**config.mk**
```make
export PLATFORM = sky130hd
export DESIGN_NAME = mux_bus_regslave
export DESIGN_NICKNAME = d
export VERILOG_FILES = /design/src/rtl/mux_bus_regslave.sv
export SDC_FILE = /design/constraint.sdc
export NUM_CORES = 1
export LEC_CHECK = 0
export ABC_AREA = 1
export CAP_MARGIN = 10
export CORE_ASPECT_RATIO = 1.1
export CORE_MARGIN = 4
export CORE_UTILIZATION = 49
export CTS_CLUSTER_DIAMETER = 150
export DETAILED_ROUTE_END_ITERATION = 16
export HOLD_SLACK_MARGIN = 0.1
export PLACE_DENSITY_LB_ADDON = 0.1
export SLEW_MARGIN = 20
export SYNTH_ARGS = -nofsm -noshare
export SYNTH_HDL_FRONTEND = slang
export SYNTH_SLANG_ARGS = --single-unit
export TNS_END_PERCENT = 30
```
**constraint.sdc**
```tcl
create_clock -name clk -period 1.83 [get_ports clk]
set_input_delay 0.549 -clock clk [delete_from_list [all_inputs] [get_ports clk]]
set_output_delay 0.549 -clock clk [all_outputs]
set_load 0.03 [all_outputs]
```
**src/rtl/mux_bus_regslave.sv**
```systemverilog
module mux_bus_regslave #(
  parameter int DW   = 8,
  parameter int SYNC = 2
) (
  input  logic          clk,
  input  logic          rst_n,
  input  logic [DW-1:0] ad_in,
  input  logic          ale,
  input  logic          cs_n,
  input  logic          rd_n,
  input  logic          wr_n,
  output logic [DW-1:0] ad_out,
  output logic          ad_oe,
  output logic [DW-1:0] reg_addr,
  output logic [DW-1:0] reg_wdata,
  output logic          reg_we,
  output logic          reg_re,
  input  logic [DW-1:0] reg_rdata
);
  localparam logic [3:0] IDLE = 4'b0111;

  logic [3:0]    st_p [SYNC];
  logic [DW-1:0] ad_p [SYNC];
  logic [DW-1:0] addr_q, wdata_q, rhold_q;
  logic          wr_act_q, rd_act_q, blk_q;

  wire [3:0]    st   = st_p[SYNC-1];
  wire [DW-1:0] ad_s = ad_p[SYNC-1];
  wire ale_s = st[3];
  wire cs_s  = st[2];
  wire rd_s  = st[1];
  wire wr_s  = st[0];

  wire wr_act = ~cs_s & ~wr_s;
  wire rd_act = ~cs_s & ~rd_s;

  always_ff @(posedge clk or negedge rst_n) begin
    if (!rst_n) begin
      for (int i = 0; i < SYNC; i++) begin
        st_p[i] <= IDLE;
        ad_p[i] <= '0;
      end
    end else begin
      st_p[0] <= {ale, cs_n, rd_n, wr_n};
      ad_p[0] <= ad_in;
      for (int i = 1; i < SYNC; i++) begin
        st_p[i] <= st_p[i-1];
        ad_p[i] <= ad_p[i-1];
      end
    end
  end

  always_ff @(posedge clk or negedge rst_n) begin
    if (!rst_n) begin
      addr_q   <= '0;
      wdata_q  <= '0;
      rhold_q  <= '0;
      wr_act_q <= 1'b0;
      rd_act_q <= 1'b0;
      blk_q    <= 1'b0;
    end else begin
      if (ale_s)  addr_q  <= ad_s;
      if (wr_act) wdata_q <= ad_s;
      if (reg_re) rhold_q <= reg_rdata;
      wr_act_q <= wr_act;
      rd_act_q <= rd_act;
      blk_q    <= wr_act & (blk_q | rd_act);
    end
  end

  assign reg_we    = wr_act_q & ~wr_act & ~blk_q & ~rd_act;
  assign reg_re    = rd_act & ~rd_act_q;
  assign reg_addr  = addr_q;
  assign reg_wdata = wdata_q;
  assign ad_out    = rhold_q;
  assign ad_oe     = ~cs_n & ~rd_n;
endmodule


```
==> impl_results.html, run 1 <==
<table>
<tr><th>Metric</th><th>Value</th></tr>
<tr><th colspan="2">Synth</th></tr>
<tr><td>Syn_nets</td><td>159</td></tr>
<tr><td>#FFs+latches synth</td><td>51</td></tr>
<tr><td>Number of warning messages in the yosys log</td><td>0</td></tr>
<tr><td>Portion of the post-synthesis area used by sequential elements</td><td>0.774</td></tr>
<tr><td>Instance count of the mapped netlist</td><td>137</td></tr>
<tr><td>Synth Cell Area</td><td>1660 µm²</td></tr>
<tr><td>Per-instance average area after synthesis</td><td>12.1 µm²</td></tr>
<tr><td>Synth unique cells</td><td>15</td></tr>
<tr><th colspan="2">Clocking</th></tr>
<tr><td>CTS Buffer Depth</td><td>2</td></tr>
<tr><td>CTS tree</td><td>done</td></tr>
<tr><td>Number of sinks on the clock net</td><td>51</td></tr>
<tr><td>Number of clock buffers inserted by TritonCTS</td><td>5</td></tr>
<tr><td>Hold_buf cts</td><td>0</td></tr>
<tr><td>Later-pin clock latency in the skew report</td><td>0.34 ns</td></tr>
<tr><td>Clock tree root buffer cell</td><td>clkbuf_4</td></tr>
<tr><td>Number of H-tree levels</td><td>2</td></tr>
<tr><td>CTS clock-pin slew for the worst setup and hold paths</td><td>0.13 ns</td></tr>
<tr><th colspan="2">Placement</th></tr>
<tr><td>IO Port Bufs</td><td>48</td></tr>
<tr><td>Detailed placer's ending HPWL</td><td>2200 µm</td></tr>
<tr><td>Placer congestion estimate</td><td>0.709</td></tr>
<tr><td>Setup Slack @ Placement</td><td>0.0427 ns</td></tr>
<tr><th colspan="2">Timing</th></tr>
<tr><td>Peak clock frequency supported by timing</td><td>525 MHz</td></tr>
<tr><td>Number of endpoints with negative hold slack in the final report</td><td>0</td></tr>
<tr><td>Worst Clk Skew</td><td>0.00695 ns</td></tr>
<tr><td>Shortest period the worst path allows</td><td>1.90 ns</td></tr>
<tr><td>Measured slew at the worst slew-check pin</td><td>0.480 ns</td></tr>
<tr><td>Final Max Tran Viols</td><td>0</td></tr>
<tr><td>Worst Setup Slack, final</td><td>-0.0733 ns</td></tr>
<tr><td>Final-report setup violation count</td><td>2</td></tr>
<tr><td>Max-slew headroom</td><td>0.680</td></tr>
<tr><td>Unrepaired setup endpoints after global routing</td><td>true</td></tr>
<tr><td>Share of the clock period used by the worst path</td><td>1.04</td></tr>
<tr><td>Tightest hold margin</td><td>0.153 ns</td></tr>
<tr><th colspan="2">Global route</th></tr>
<tr><td>Overflow after GRT</td><td>0</td></tr>
<tr><td>Met2 demand-to-capacity share in global routing</td><td>0.255</td></tr>
<tr><td>Largest net degree at the start of global routing</td><td>52</td></tr>
<tr><td>Met3 global-route usage</td><td>0.0666</td></tr>
<tr><td>Most utilized layer in the global route result</td><td>met2</td></tr>
<tr><td>Global routing usage summed across all routing layers</td><td>0.150</td></tr>
<tr><td>Antenna violations before repair</td><td>0</td></tr>
<tr><td>Number of global-route vias before repair</td><td>1129</td></tr>
<tr><td>Wire length of the first global-routing pass</td><td>5190 µm</td></tr>
<tr><td>Global routing usage on met1</td><td>0.173</td></tr>
<tr><th colspan="2">Drt</th></tr>
<tr><td>Antenna Violating Nets Remaining</td><td>0</td></tr>
<tr><td>Via Count</td><td>1140</td></tr>
<tr><td>Routed wire length</td><td>3130 µm</td></tr>
<tr><td>Routed length per placed instance</td><td>13.4 µm</td></tr>
<tr><td>DR DRC count</td><td>0</td></tr>
<tr><td>Post-detailed-route via-to-cell ratio</td><td>4.87</td></tr>
<tr><td>DRT iter0 DRCs</td><td>45</td></tr>
<tr><td>First drt pass iteration count</td><td>5</td></tr>
<tr><th colspan="2">Finish</th></tr>
<tr><td>Commonest cells after routing, fill and taps aside</td><td>48 x nand2_1, 45 x dfrtp_1, 24 x dlygate4sd2_1</td></tr>
<tr><td>Most frequent standard cell in the layout excluding fill and tap cells</td><td>nand2_1</td></tr>
<tr><td>Final layout net count</td><td>221</td></tr>
<tr><td>Antenna diode instance count</td><td>0</td></tr>
<tr><td>Layout cell share with drive strength beyond 1</td><td>0.185</td></tr>
<tr><td>Area delta synth-&gt;final</td><td>37.5%</td></tr>
<tr><td>Final standard cell utilization of the core</td><td>0.723</td></tr>
<tr><th colspan="2">Status</th></tr>
<tr><td>Run status</td><td>complete, but fails checks</td></tr>
<tr><td>Violations in the final reports</td><td>setup timing</td></tr>
<tr><th colspan="2">Critical path</th></tr>
<tr><td>Slowest stage delay, CP</td><td>0.61 ns</td></tr>
<tr><td>Top cell family by delay on the critical path</td><td>flip-flops</td></tr>
<tr><td>Standard cell with the maximum stage delay on the critical path</td><td>dfstp_2</td></tr>
<tr><td>Buffer and inverter count on the worst path</td><td>2</td></tr>
<tr><td>Kind of end point of the critical path</td><td>primary output</td></tr>
<tr><td>Worst-path maximum fanout</td><td>9</td></tr>
<tr><td>Worst path cell trace</td><td>nor2_4 &gt; nand2_4 &gt; inv_1 &gt; buf_4</td></tr>
<tr><td>Reg-to-reg setup timing slack</td><td>0.75 ns</td></tr>
<tr><td>Critical path startpoint</td><td>st[2]</td></tr>
<tr><td>Crit path launch type</td><td>flip-flop</td></tr>
<tr><td>Source of the worst register-to-register timing path</td><td>st[2]</td></tr>
<tr><td>Req. time, crit path</td><td>1.28 ns</td></tr>
<tr><td>Class of the most critical setup path</td><td>reg -&gt; out</td></tr>
<tr><td>Crit path DAT</td><td>1.35 ns</td></tr>
<tr><th colspan="2">Floorplan</th></tr>
<tr><td>Rows</td><td>21</td></tr>
<tr><td>Starting Density</td><td>0.526</td></tr>
<tr><td>Area of the die</td><td>4380 µm²</td></tr>
<tr><td>I/O pin count</td><td>49</td></tr>
<tr><td>Chip Width</td><td>63.5 µm</td></tr>
<tr><td>Die boundary height</td><td>69.0 µm</td></tr>
<tr><td>Core region area</td><td>3150 µm²</td></tr>
<tr><th colspan="2">Pwr</th></tr>
<tr><td>Clock network fraction of design power</td><td>0.212</td></tr>
<tr><td>Switching share of power</td><td>0.289</td></tr>
<tr><td>Net Switching</td><td>0.000618 W</td></tr>
<tr><td>Total internal power</td><td>0.00152 W</td></tr>
<tr><td>Power share of the combinational group</td><td>0.191</td></tr>
<tr><td>Largest voltage drop on the vdd net</td><td>0.614 mV</td></tr>
<tr><td>Share of power burned in registers</td><td>0.597</td></tr>
<tr><td>Power density of the placed cells</td><td>938 nW/µm²</td></tr>
<tr><td>Leak pwr</td><td>1.17 nW</td></tr>
<tr><th colspan="2">Min path</th></tr>
<tr><td>Hold/Removal Path Class</td><td>in -&gt; async</td></tr>
<tr><th colspan="2">Flow run</th></tr>
<tr><td>Reported max-cap violation count</td><td>0</td></tr>
</table>
kinds of logic after synthesis:
logic type	after synthesis	share of synthesized area
and+or+nand+nor	64	0.161
AOI/OAI and AO/OA	9	0.0287
DFF	51	0.774
buffers and inverters	13	0.0362
layer usage:
layer  share of wire  routed length, µm  up-vias
met3           0.069                217        4
met2            0.53               1660       36
li1                -                  -      546
met1            0.39               1220      554
met5               0                  0        -
met4          0.0086                 27        0
synthesized netlist by cell type:
| cell type | instances | area, µm² |
|---|---|---|
| nand2_1 | 49 | 184 |
| dfrtp_1 | 45 | 1130 |
| dfstp_2 | 6 | 158 |
| nand2_2 | 1 | 6.26 |
| inv_2 | 1 | 3.75 |
| inv_1 | 9 | 33.8 |
| nor2_1 | 2 | 7.51 |
| nor2_4 | 1 | 11.3 |
| nand3_1 | 8 | 40.0 |
| buf_6 | 1 | 11.3 |
| nor2_2 | 3 | 18.8 |
| inv_4 | 1 | 6.26 |
| buf_2 | 1 | 5.00 |
| o21ai_0 | 8 | 40.0 |
| o21bai_1 | 1 | 7.51 |
layout make-up:
cell class	instances	area, µm²
well taps	34	42.5
inverters	11	43.8
repair buffers	57	526
multi-input cells	73	333
clock buffers	5	37.5
flip-flops and latches	51	1280
fillers	234	872
clock inverters	3	15.0
worst reg2reg max path, cell delays in order, from the launching register on:
cell and delay, ns:
dfstp_2 0.61, nor2_4 0.09, buf_4 0.14, nand3_1 0.07, nand2_1 0.07
flip-flops by register name, indices dropped and copies added, names as in the netlist:
| name | flops |
|---|---|
| ad_p | 8 |
| ad_s | 8 |
| st | 4 |
| reg_wdata | 8 |
| rd_act_q | 1 |
| wr_act_q | 1 |
| reg_addr | 8 |
| blk_q | 1 |
| ad_out | 8 |
| st_p | 4 |
per-stage QoR:
| step | std cells | setup TNS [ns] | power [W] | area, µm² |
|---|---|---|---|---|
| after floorplan | 137 | 0 | 0.00151 | 1660 |
| after global routing | 234 | -0.322 | 0.00225 | 2280 |
| after detailed placement | 218 | 0 | 0.00174 | 2170 |
| after global placement | 218 | 0 | 0.00173 | 2170 |
| after CTS | 227 | -0.269 | 0.00215 | 2210 |
| final | 234 | -0.142 | 0.00214 | 2280 |
timing repair:
item	in CTS	in global routing
gates resized for setup	26	5
endpoints found under the hold margin	0	0
setup endpoints to repair	26	3
pin swaps	1	2
setup buffers	1	7
power by group through the flow:
| stage | combinational (W) | sequential, W | clock [W] |
|---|---|---|---|
| 2_1_floorplan | 0.0000831 | 0.00142 | 0 |
| 3_3_place_gp | 0.000431 | 0.00130 | 0 |
| 3_5_place_dp | 0.000439 | 0.00130 | 0 |
| 4_1_cts | 0.000397 | 0.00128 | 0.000470 |
| 5_1_grt | 0.000439 | 0.00129 | 0.000523 |
| 6_report | 0.000408 | 0.00128 | 0.000454 |
path summary, 6_finish.rpt:
path,end,depth (start not counted)
setup / recovery,reg_re,4
hold / removal,ad_s[5],2
setup reg to reg,ad_out[2],4
hold reg to reg,ad_s[4],0
max in group asynchronous,st_p[6],2
min in group clk,ad_s[4],0
No activity file was read; power rests on OpenSTA's default activity.
==> inputs of run 2 (changes only) <==
--- a/config.mk
+++ b/config.mk
@@ -6,14 +6,18 @@
 export NUM_CORES = 1
 export LEC_CHECK = 0
 export ABC_AREA = 1
+export ABC_CLOCK_PERIOD_IN_PS = 1830
 export CAP_MARGIN = 10
+export CELL_PAD_IN_SITES_DETAIL_PLACEMENT = 0
+export CELL_PAD_IN_SITES_GLOBAL_PLACEMENT = 2
 export CORE_ASPECT_RATIO = 1.1
 export CORE_MARGIN = 4
-export CORE_UTILIZATION = 49
+export CORE_UTILIZATION = 31
 export CTS_CLUSTER_DIAMETER = 150
 export DETAILED_ROUTE_END_ITERATION = 16
 export HOLD_SLACK_MARGIN = 0.1
 export PLACE_DENSITY_LB_ADDON = 0.1
+export SKIP_CTS_REPAIR_TIMING = 1
 export SLEW_MARGIN = 20
 export SYNTH_ARGS = -nofsm -noshare
 export SYNTH_HDL_FRONTEND = slang
==> run 2 against run 1 <==
Effect of this change: the run still ends with setup timing left; non-clock buffer count is 1 higher; worst hold slack better by 0.069 ns; combinational power up 7.6%; setup slack better by 0.065 ns; critical path depth grew 1; via count down 1.8%; wire length increased by 1.1%; fmax increased by 3.5%; clock-buffer cell count increased by 3; first-iteration DRC count rose by 16%; utilization shrank 24 points; cell count up 17%; critical path type unchanged; largest power group unchanged; highest routed layer unchanged.
==> impl_results.html, run 2 (same netlist as run 1, synthesis figures left out) <==
<table>
<tr><th>Metric</th><th>Value</th></tr>
<tr><th colspan="2">Drt</th></tr>
<tr><td>Via Count</td><td>1119 (-1.8%)</td></tr>
<tr><td>First drt pass iteration count</td><td>4 (-1)</td></tr>
<tr><td>DR DRC count</td><td>0 (unchanged)</td></tr>
<tr><td>DRT iter0 DRCs</td><td>52 (+16%)</td></tr>
<tr><td>Routed wire length</td><td>3160 µm (+1.1%)</td></tr>
<tr><td>Routed length per placed instance</td><td>11.6 µm (-13%)</td></tr>
<tr><td>Antenna Violating Nets Remaining</td><td>0 (unchanged)</td></tr>
<tr><td>Post-detailed-route via-to-cell ratio</td><td>4.10 (-16%)</td></tr>
<tr><th colspan="2">Floorplan</th></tr>
<tr><td>Core region area</td><td>5100 µm² (+62%)</td></tr>
<tr><td>Die boundary height</td><td>84.7 µm (+23%)</td></tr>
<tr><td>Area of the die</td><td>6590 µm² (+50%)</td></tr>
<tr><td>Rows</td><td>27 (+29%)</td></tr>
<tr><td>Chip Width</td><td>77.8 µm (+22%)</td></tr>
<tr><td>I/O pin count</td><td>49 (unchanged)</td></tr>
<tr><td>Starting Density</td><td>0.325 (-0.201)</td></tr>
<tr><th colspan="2">Pwr</th></tr>
<tr><td>Total power draw</td><td>0.00239 W (+12%)</td></tr>
<tr><td>Leak pwr</td><td>1.41 nW (+21%)</td></tr>
<tr><td>Largest voltage drop on the vdd net</td><td>0.527 mV (-14%)</td></tr>
<tr><td>Power density of the placed cells</td><td>971 nW/µm² (+3.5%)</td></tr>
<tr><th colspan="2">Timing</th></tr>
<tr><td>Unrepaired setup endpoints after global routing</td><td>true</td></tr>
<tr><td>Measured slew at the worst slew-check pin</td><td>0.470 ns (-0.00967 ns)</td></tr>
<tr><td>Worst Setup Slack, final</td><td>-0.00838 ns (+0.0650 ns)</td></tr>
<tr><td>Max-slew headroom</td><td>0.687 (+0.00644)</td></tr>
<tr><td>Final-report setup violation count</td><td>1 (-1)</td></tr>
<tr><td>Shortest period the worst path allows</td><td>1.84 ns (-0.0650 ns)</td></tr>
<tr><td>Share of the clock period used by the worst path</td><td>1.00 (-0.0355)</td></tr>
<tr><td>Peak clock frequency supported by timing</td><td>544 MHz (+3.5%)</td></tr>
<tr><td>Final Max Tran Viols</td><td>0 (unchanged)</td></tr>
<tr><td>Number of endpoints with negative hold slack in the final report</td><td>0 (unchanged)</td></tr>
<tr><td>Worst Clk Skew</td><td>0.00519 ns (-0.00176 ns)</td></tr>
<tr><th colspan="2">Finish</th></tr>
<tr><td>Layout Cell Area excl Fill</td><td>2460 µm² (+8.0%)</td></tr>
<tr><td>Final non-filler cell total</td><td>273 (+17%)</td></tr>
<tr><td>Final layout net count</td><td>222 (+0.45%)</td></tr>
<tr><td>Final standard cell utilization of the core</td><td>0.483 (-0.240)</td></tr>
<tr><td>Commonest cells after routing, fill and taps aside</td><td>48 x nand2_1, 45 x dfrtp_1, 24 x dlymetal6s2s_1</td></tr>
<tr><td>Most frequent standard cell in the layout excluding fill and tap cells</td><td>nand2_1</td></tr>
<tr><td>Area delta synth-&gt;final</td><td>48.5%</td></tr>
<tr><td>Antenna diode instance count</td><td>0 (unchanged)</td></tr>
<tr><td>Layout cell share with drive strength beyond 1</td><td>0.174 (-0.0109)</td></tr>
<tr><td>Total of fill cells in the finished design</td><td>464 (+98%)</td></tr>
<tr><th colspan="2">Critical path</th></tr>
<tr><td>Standard cell with the maximum stage delay on the critical path</td><td>dfstp_2</td></tr>
<tr><td>Req. time, crit path</td><td>1.28 ns (about the same)</td></tr>
<tr><td>Worst path cell trace</td><td>nor2_4 &gt; clkinv_4 &gt; nand2_2 &gt; nor2_1 &gt; buf_4</td></tr>
<tr><td>Slowest stage delay, CP</td><td>0.59 ns (-0.02 ns)</td></tr>
<tr><td>Kind of end point of the critical path</td><td>primary output</td></tr>
<tr><td>Crit path launch type</td><td>flip-flop</td></tr>
<tr><td>Crit path DAT</td><td>1.29 ns (-0.06 ns)</td></tr>
<tr><td>Class of the most critical setup path</td><td>reg -&gt; out</td></tr>
<tr><td>Worst-path maximum fanout</td><td>4 (-5)</td></tr>
<tr><th colspan="2">Placement</th></tr>
<tr><td>Post-Place Cell Area</td><td>2220 µm² (+2.2%)</td></tr>
<tr><td>IO Port Bufs</td><td>48 (unchanged)</td></tr>
<tr><td>Setup Slack @ Placement</td><td>0.0244 ns (-0.0183 ns)</td></tr>
<tr><td>Placed cell count</td><td>256 (+17%)</td></tr>
<tr><td>Detailed placer's ending HPWL</td><td>2130 µm (-3.3%)</td></tr>
<tr><td>Placer congestion estimate</td><td>0.684 (-3.5%)</td></tr>
<tr><th colspan="2">Global route</th></tr>
<tr><td>Largest net degree at the start of global routing</td><td>52 (unchanged)</td></tr>
<tr><td>Number of global-route vias before repair</td><td>1062 (-5.9%)</td></tr>
<tr><td>Global routing usage summed across all routing layers</td><td>0.0990 (-0.0513)</td></tr>
<tr><td>Overflow after GRT</td><td>0 (unchanged)</td></tr>
<tr><td>Antenna violations before repair</td><td>0 (unchanged)</td></tr>
<tr><td>Wire length of the first global-routing pass</td><td>5110 µm (-1.6%)</td></tr>
<tr><th colspan="2">Min path</th></tr>
<tr><td>Hold/Removal Path Class</td><td>in -&gt; async</td></tr>
<tr><th colspan="2">Clocking</th></tr>
<tr><td>CTS Buffer Depth</td><td>2 (unchanged)</td></tr>
<tr><td>Number of sinks on the clock net</td><td>51 (unchanged)</td></tr>
<tr><td>CTS tree</td><td>done</td></tr>
<tr><td>Clock tree root buffer cell</td><td>clkbuf_8</td></tr>
<tr><td>CTS clock-pin slew for the worst setup and hold paths</td><td>0.08 ns (-0.05 ns)</td></tr>
<tr><td>Number of clock buffers inserted by TritonCTS</td><td>5 (unchanged)</td></tr>
<tr><td>Later-pin clock latency in the skew report</td><td>0.29 ns (-0.05 ns)</td></tr>
<tr><td>Number of H-tree levels</td><td>2 (unchanged)</td></tr>
<tr><th colspan="2">Flow run</th></tr>
<tr><td>Reported max-cap violation count</td><td>0 (unchanged)</td></tr>
<tr><th colspan="2">Status</th></tr>
<tr><td>Run status</td><td>complete, but fails checks</td></tr>
<tr><td>Violations in the final reports</td><td>setup timing</td></tr>
</table>
## run 2: final timing paths
check	from	end	slack, ns	depth (start not counted)
max in group asynchronous	rst_n	st[1]	1.31	2
hold reg to reg	ad_p[11]	ad_s[3]	0.34	0
min in group clk	ad_p[11]	ad_s[3]	0.34	0
setup / recovery	st[2]	reg_we	-0.008	5
setup reg to reg	st[2]	reg_wdata[1]	0.73	6
hold / removal	rst_n	reg_addr[5]	0.22	2
## run 2: critical path: cells and delay by family, from the launching register on
| kind | cells | cell delay [ns] |
|---|---|---|
| buffers and inverters | 2 | 0.22 |
| DFF | 1 | 0.59 |
| and+or+nand+nor | 3 | 0.19 |
## run 2: cell type report
cell class / instances / area (µm²) / area share
flip-flops and latches: 51 / 1280 / 0.521
repair buffers: 58 / 616 / 0.250
multi-input cells: 73 / 328 / 0.133
clock buffers: 8 / 100 / 0.0406
well taps: 72 / 90.1 / 0.0366
inverters: 11 / 46.3 / 0.0188
## run 2: power breakdown
| group | leakage (nW) | switching, W | internal [W] |
|---|---|---|---|
| Combinational | 0.755 | 0.000251 | 0.000188 |
| Clock | 0.0515 | 0.000328 | 0.000345 |
| Sequential | 0.607 | 0.0000538 | 0.00123 |
## run 2: through the flow
step / TNS [ns] / hold WS, ns
global placement: 0 / 0.333
finish: -0.00838 / 0.223
floorplan: 0 / 0.253
detailed placement: 0 / 0.336
global route: -0.151 / 0.246
CTS: -1.93 / 0.236
## run 2: metal layers
metal / vias up / share of wire / GRT usage
li1: 550 / - / -
met1: 526 / 0.44 / 0.129
met2: 38 / 0.47 / 0.149
met3: 5 / 0.072 / 0.0311
met4: 0 / 0.018 / 0.0485
met5: - / 0 / 0
==> inputs of run 3 (changes only) <==
--- a/config.mk
+++ b/config.mk
@@ -11,13 +11,12 @@
 export CELL_PAD_IN_SITES_DETAIL_PLACEMENT = 0
 export CELL_PAD_IN_SITES_GLOBAL_PLACEMENT = 2
 export CORE_ASPECT_RATIO = 1.1
-export CORE_MARGIN = 4
 export CORE_UTILIZATION = 31
 export CTS_CLUSTER_DIAMETER = 150
 export DETAILED_ROUTE_END_ITERATION = 16
+export GPL_TIMING_DRIVEN = 0
 export HOLD_SLACK_MARGIN = 0.1
 export PLACE_DENSITY_LB_ADDON = 0.1
-export SKIP_CTS_REPAIR_TIMING = 1
 export SLEW_MARGIN = 20
 export SYNTH_ARGS = -nofsm -noshare
 export SYNTH_HDL_FRONTEND = slang
==> run 3 against run 2 <==
Effect of this change: the run now ends clean; global-route usage is 2.9 points higher; sequential share of layout area is 2.2 points higher; sequential cell count stayed put; critical path depth stayed put; clock skew is 0.0031 ns higher; power is 2.9% lower; wire length is 0.51% lower; setup slack better by 0.013 ns; via count hardly changed; critical path type unchanged; critical endpoint is now reg_re.
==> impl_results.html, run 3 (same netlist as run 1, synthesis figures left out) <==
<table>
<tr><th>Metric</th><th>Value</th></tr>
<tr><th colspan="2">Global route</th></tr>
<tr><td>Met2 demand-to-capacity share in global routing</td><td>0.205 (+0.0560)</td></tr>
<tr><td>Largest net degree at the start of global routing</td><td>27 (-48%)</td></tr>
<tr><td>Most utilized layer in the global route result</td><td>met2</td></tr>
<tr><td>Antenna violations before repair</td><td>0 (unchanged)</td></tr>
<tr><td>Met3 global-route usage</td><td>0.0419 (+0.0108)</td></tr>
<tr><td>Wire length of the first global-routing pass</td><td>5490 µm (+7.4%)</td></tr>
<tr><td>Number of global-route vias before repair</td><td>1161 (+9.3%)</td></tr>
<tr><td>Global routing usage on met1</td><td>0.157 (+0.0277)</td></tr>
<tr><td>Global routing usage summed across all routing layers</td><td>0.128 (+0.0287)</td></tr>
<tr><td>Overflow after GRT</td><td>0 (unchanged)</td></tr>
<tr><th colspan="2">Timing</th></tr>
<tr><td>Setup total negative slack</td><td>0 ns (+0.00838 ns)</td></tr>
<tr><td>Unrepaired setup endpoints after global routing</td><td>true</td></tr>
<tr><td>Final Max Tran Viols</td><td>0 (unchanged)</td></tr>
<tr><td>Final-report setup violation count</td><td>0 (-1)</td></tr>
<tr><td>Share of the clock period used by the worst path</td><td>0.997 (-0.00736)</td></tr>
<tr><td>Worst Clk Skew</td><td>0.00832 ns (+0.00313 ns)</td></tr>
<tr><td>Peak clock frequency supported by timing</td><td>548 MHz (+0.74%)</td></tr>
<tr><td>Worst Setup Slack, final</td><td>0.00509 ns (+0.0135 ns)</td></tr>
<tr><td>Shortest period the worst path allows</td><td>1.82 ns (-0.0135 ns)</td></tr>
<tr><td>Measured slew at the worst slew-check pin</td><td>0.598 ns (+0.128 ns)</td></tr>
<tr><td>Tightest hold margin</td><td>0.255 ns (+0.0325 ns)</td></tr>
<tr><td>Max-slew headroom</td><td>0.601 (-0.0855)</td></tr>
<tr><td>Number of endpoints with negative hold slack in the final report</td><td>0 (unchanged)</td></tr>
<tr><th colspan="2">Drt</th></tr>
<tr><td>Post-detailed-route via-to-cell ratio</td><td>4.32 (+5.3%)</td></tr>
<tr><td>First drt pass iteration count</td><td>5 (+1)</td></tr>
<tr><td>Antenna Violating Nets Remaining</td><td>0 (unchanged)</td></tr>
<tr><td>Routed length per placed instance</td><td>12.1 µm (+4.9%)</td></tr>
<tr><td>Via Count</td><td>1118 (-0.089%)</td></tr>
<tr><td>DRT iter0 DRCs</td><td>26 (-50%)</td></tr>
<tr><td>DR DRC count</td><td>0 (unchanged)</td></tr>
<tr><td>Routed wire length</td><td>3150 µm (-0.51%)</td></tr>
<tr><th colspan="2">Critical path</th></tr>
<tr><td>Kind of end point of the critical path</td><td>primary output</td></tr>
<tr><td>Worst path cell trace</td><td>buf_4 &gt; nor2_4 &gt; nand2_4 &gt; inv_1 &gt; buf_4</td></tr>
<tr><td>Critical path startpoint</td><td>st[2]</td></tr>
<tr><td>Source of the worst register-to-register timing path</td><td>st[2]</td></tr>
<tr><td>Worst-path maximum fanout</td><td>3 (-1)</td></tr>
<tr><td>Crit path launch type</td><td>flip-flop</td></tr>
<tr><td>Reg-to-reg setup timing slack</td><td>0.69 ns (-0.04 ns)</td></tr>
<tr><td>Standard cell with the maximum stage delay on the critical path</td><td>dfstp_2</td></tr>
<tr><td>End of the worst register-to-register path</td><td>ad_out[3]</td></tr>
<tr><td>Req. time, crit path</td><td>1.28 ns (about the same)</td></tr>
<tr><td>Worst reg2reg path depth</td><td>6 (unchanged)</td></tr>
<tr><td>Slowest stage delay, CP</td><td>0.57 ns (-0.02 ns)</td></tr>
<tr><td>Class of the most critical setup path</td><td>reg -&gt; out</td></tr>
<tr><td>Crit path DAT</td><td>1.28 ns (about the same)</td></tr>
<tr><td>Crit path top cell by count</td><td>buf_4</td></tr>
<tr><th colspan="2">Clocking</th></tr>
<tr><td>Later-pin clock latency in the skew report</td><td>0.29 ns (about the same)</td></tr>
<tr><td>Number of clock buffers inserted by TritonCTS</td><td>5 (unchanged)</td></tr>
<tr><td>CTS tree</td><td>done</td></tr>
<tr><td>Hold_buf cts</td><td>0</td></tr>
<tr><td>CTS Buffer Depth</td><td>2 (unchanged)</td></tr>
<tr><td>Number of sinks on the clock net</td><td>51 (unchanged)</td></tr>
<tr><td>CTS clock-pin slew for the worst setup and hold paths</td><td>0.08 ns (about the same)</td></tr>
<tr><td>Number of H-tree levels</td><td>2 (unchanged)</td></tr>
<tr><td>Clock tree root buffer cell</td><td>clkbuf_8</td></tr>
<tr><th colspan="2">Finish</th></tr>
<tr><td>Commonest cells after routing, fill and taps aside</td><td>48 x nand2_1, 45 x dfrtp_1, 24 x dlygate4sd2_1</td></tr>
<tr><td>Final standard cell utilization of the core</td><td>0.466 (-0.0168)</td></tr>
<tr><td>Area delta synth-&gt;final</td><td>42.4%</td></tr>
<tr><td>Final layout net count</td><td>222 (unchanged)</td></tr>
<tr><td>Most frequent standard cell in the layout excluding fill and tap cells</td><td>nand2_1</td></tr>
<tr><td>Layout cell share with drive strength beyond 1</td><td>0.179 (+0.00498)</td></tr>
<tr><td>Layout Cell Area excl Fill</td><td>2360 µm² (-4.1%)</td></tr>
<tr><td>Antenna diode instance count</td><td>0 (unchanged)</td></tr>
<tr><th colspan="2">Pwr</th></tr>
<tr><td>Switching share of power</td><td>0.275 (+0.0101)</td></tr>
<tr><td>Largest voltage drop on the vdd net</td><td>0.428 mV (-19%)</td></tr>
<tr><td>Power share of the combinational group</td><td>0.177 (-0.007)</td></tr>
<tr><td>Leak pwr</td><td>1.19 nW (-16%)</td></tr>
<tr><td>Clock network fraction of design power</td><td>0.275 (-0.006)</td></tr>
<tr><td>Net Switching</td><td>0.000638 W (+0.84%)</td></tr>
<tr><td>Total internal power</td><td>0.00169 W (-4.2%)</td></tr>
<tr><td>Share of power burned in registers</td><td>0.548 (+0.013)</td></tr>
<tr><td>Power density of the placed cells</td><td>983 nW/µm² (+1.3%)</td></tr>
<tr><th colspan="2">Floorplan</th></tr>
<tr><td>Core region area</td><td>5070 µm² (-0.66%)</td></tr>
<tr><td>Rows</td><td>27 (unchanged)</td></tr>
<tr><td>Chip Width</td><td>71.8 µm (-7.7%)</td></tr>
<tr><td>Die boundary height</td><td>78.7 µm (-7.1%)</td></tr>
<tr><td>Starting Density</td><td>0.327 (+0.00217)</td></tr>
<tr><td>Area of the die</td><td>5650 µm² (-14%)</td></tr>
<tr><td>I/O pin count</td><td>49 (unchanged)</td></tr>
<tr><th colspan="2">Placement</th></tr>
<tr><td>Setup Slack @ Placement</td><td>-0.473 ns (-0.497 ns)</td></tr>
<tr><td>Detailed placer's ending HPWL</td><td>2130 µm (+0.19%)</td></tr>
<tr><td>IO Port Bufs</td><td>48 (unchanged)</td></tr>
<tr><td>Placer congestion estimate</td><td>0.697 (+1.9%)</td></tr>
<tr><td>Post-Place Cell Area</td><td>2230 µm² (+0.28%)</td></tr>
<tr><th colspan="2">Flow run</th></tr>
<tr><td>Reported max-cap violation count</td><td>0 (unchanged)</td></tr>
<tr><th colspan="2">Min path</th></tr>
<tr><td>Hold/Removal Path Class</td><td>in -&gt; async</td></tr>
<tr><th colspan="2">Status</th></tr>
<tr><td>Run status</td><td>finished, final reports clean</td></tr>
</table>
-- run 3: stage by stage --
step | cells | power, W
after global placement | 243 | 0.00173
after global routing | 259 | 0.00246
after floorplan | 137 | 0.00151
after CTS | 254 | 0.00235
after detailed placement | 244 | 0.00174
final | 259 | 0.00232
-- run 3: worst max-delay path by stage --
stage and end:
6_report reg_re, 5_1_grt reg_we, 4_1_cts reg_we, 3_5_place_dp ad_oe, 3_3_place_gp reg_wdata[4], 2_1_floorplan reg_we
-- run 3: power groups by stage --
stage / Combinational [W] / Sequential [W] / Clock, W
3_5_place_dp: 0.000446 / 0.00130 / 0
4_1_cts: 0.000405 / 0.00127 / 0.000674
5_1_grt: 0.000449 / 0.00129 / 0.000722
2_1_floorplan: 0.0000831 / 0.00142 / 0
6_report: 0.000410 / 0.00127 / 0.000640
3_3_place_gp: 0.000438 / 0.00129 / 0
-- run 3: layout make-up --
| class | instances | area [µm²] |
|---|---|---|
| clock inverter | 1 | 5.00 |
| tap | 58 | 72.6 |
| inverter | 11 | 43.8 |
| clock buffer | 7 | 86.3 |
| sequential | 51 | 1280 |
| timing repair buffer | 56 | 514 |
| fill | 496 | 2710 |
| buffer | 2 | 16.3 |
| multi-input combinational | 73 | 340 |
-- run 3: critical path, delay by kind of cell (launching register included) --
kind / cells / cell delay, ns
flip-flops: 1 / 0.57
AND/OR/NAND/NOR: 2 / 0.09
buffers and inverters: 3 / 0.32
-- run 3: layer usage --
metal,wire (µm),vias up
met1,1380,535
li1,-,546
met5,0,-
met3,179,2
met4,25,0
met2,1560,35
-- run 3: repair_timing --
item,4_1_cts,5_1_grt
cloned,0,0
pin swaps,0,2
hold endpoints to repair,0,0
buffers inserted,2,5
setup endpoints to repair,27,2
resized for setup,43,8
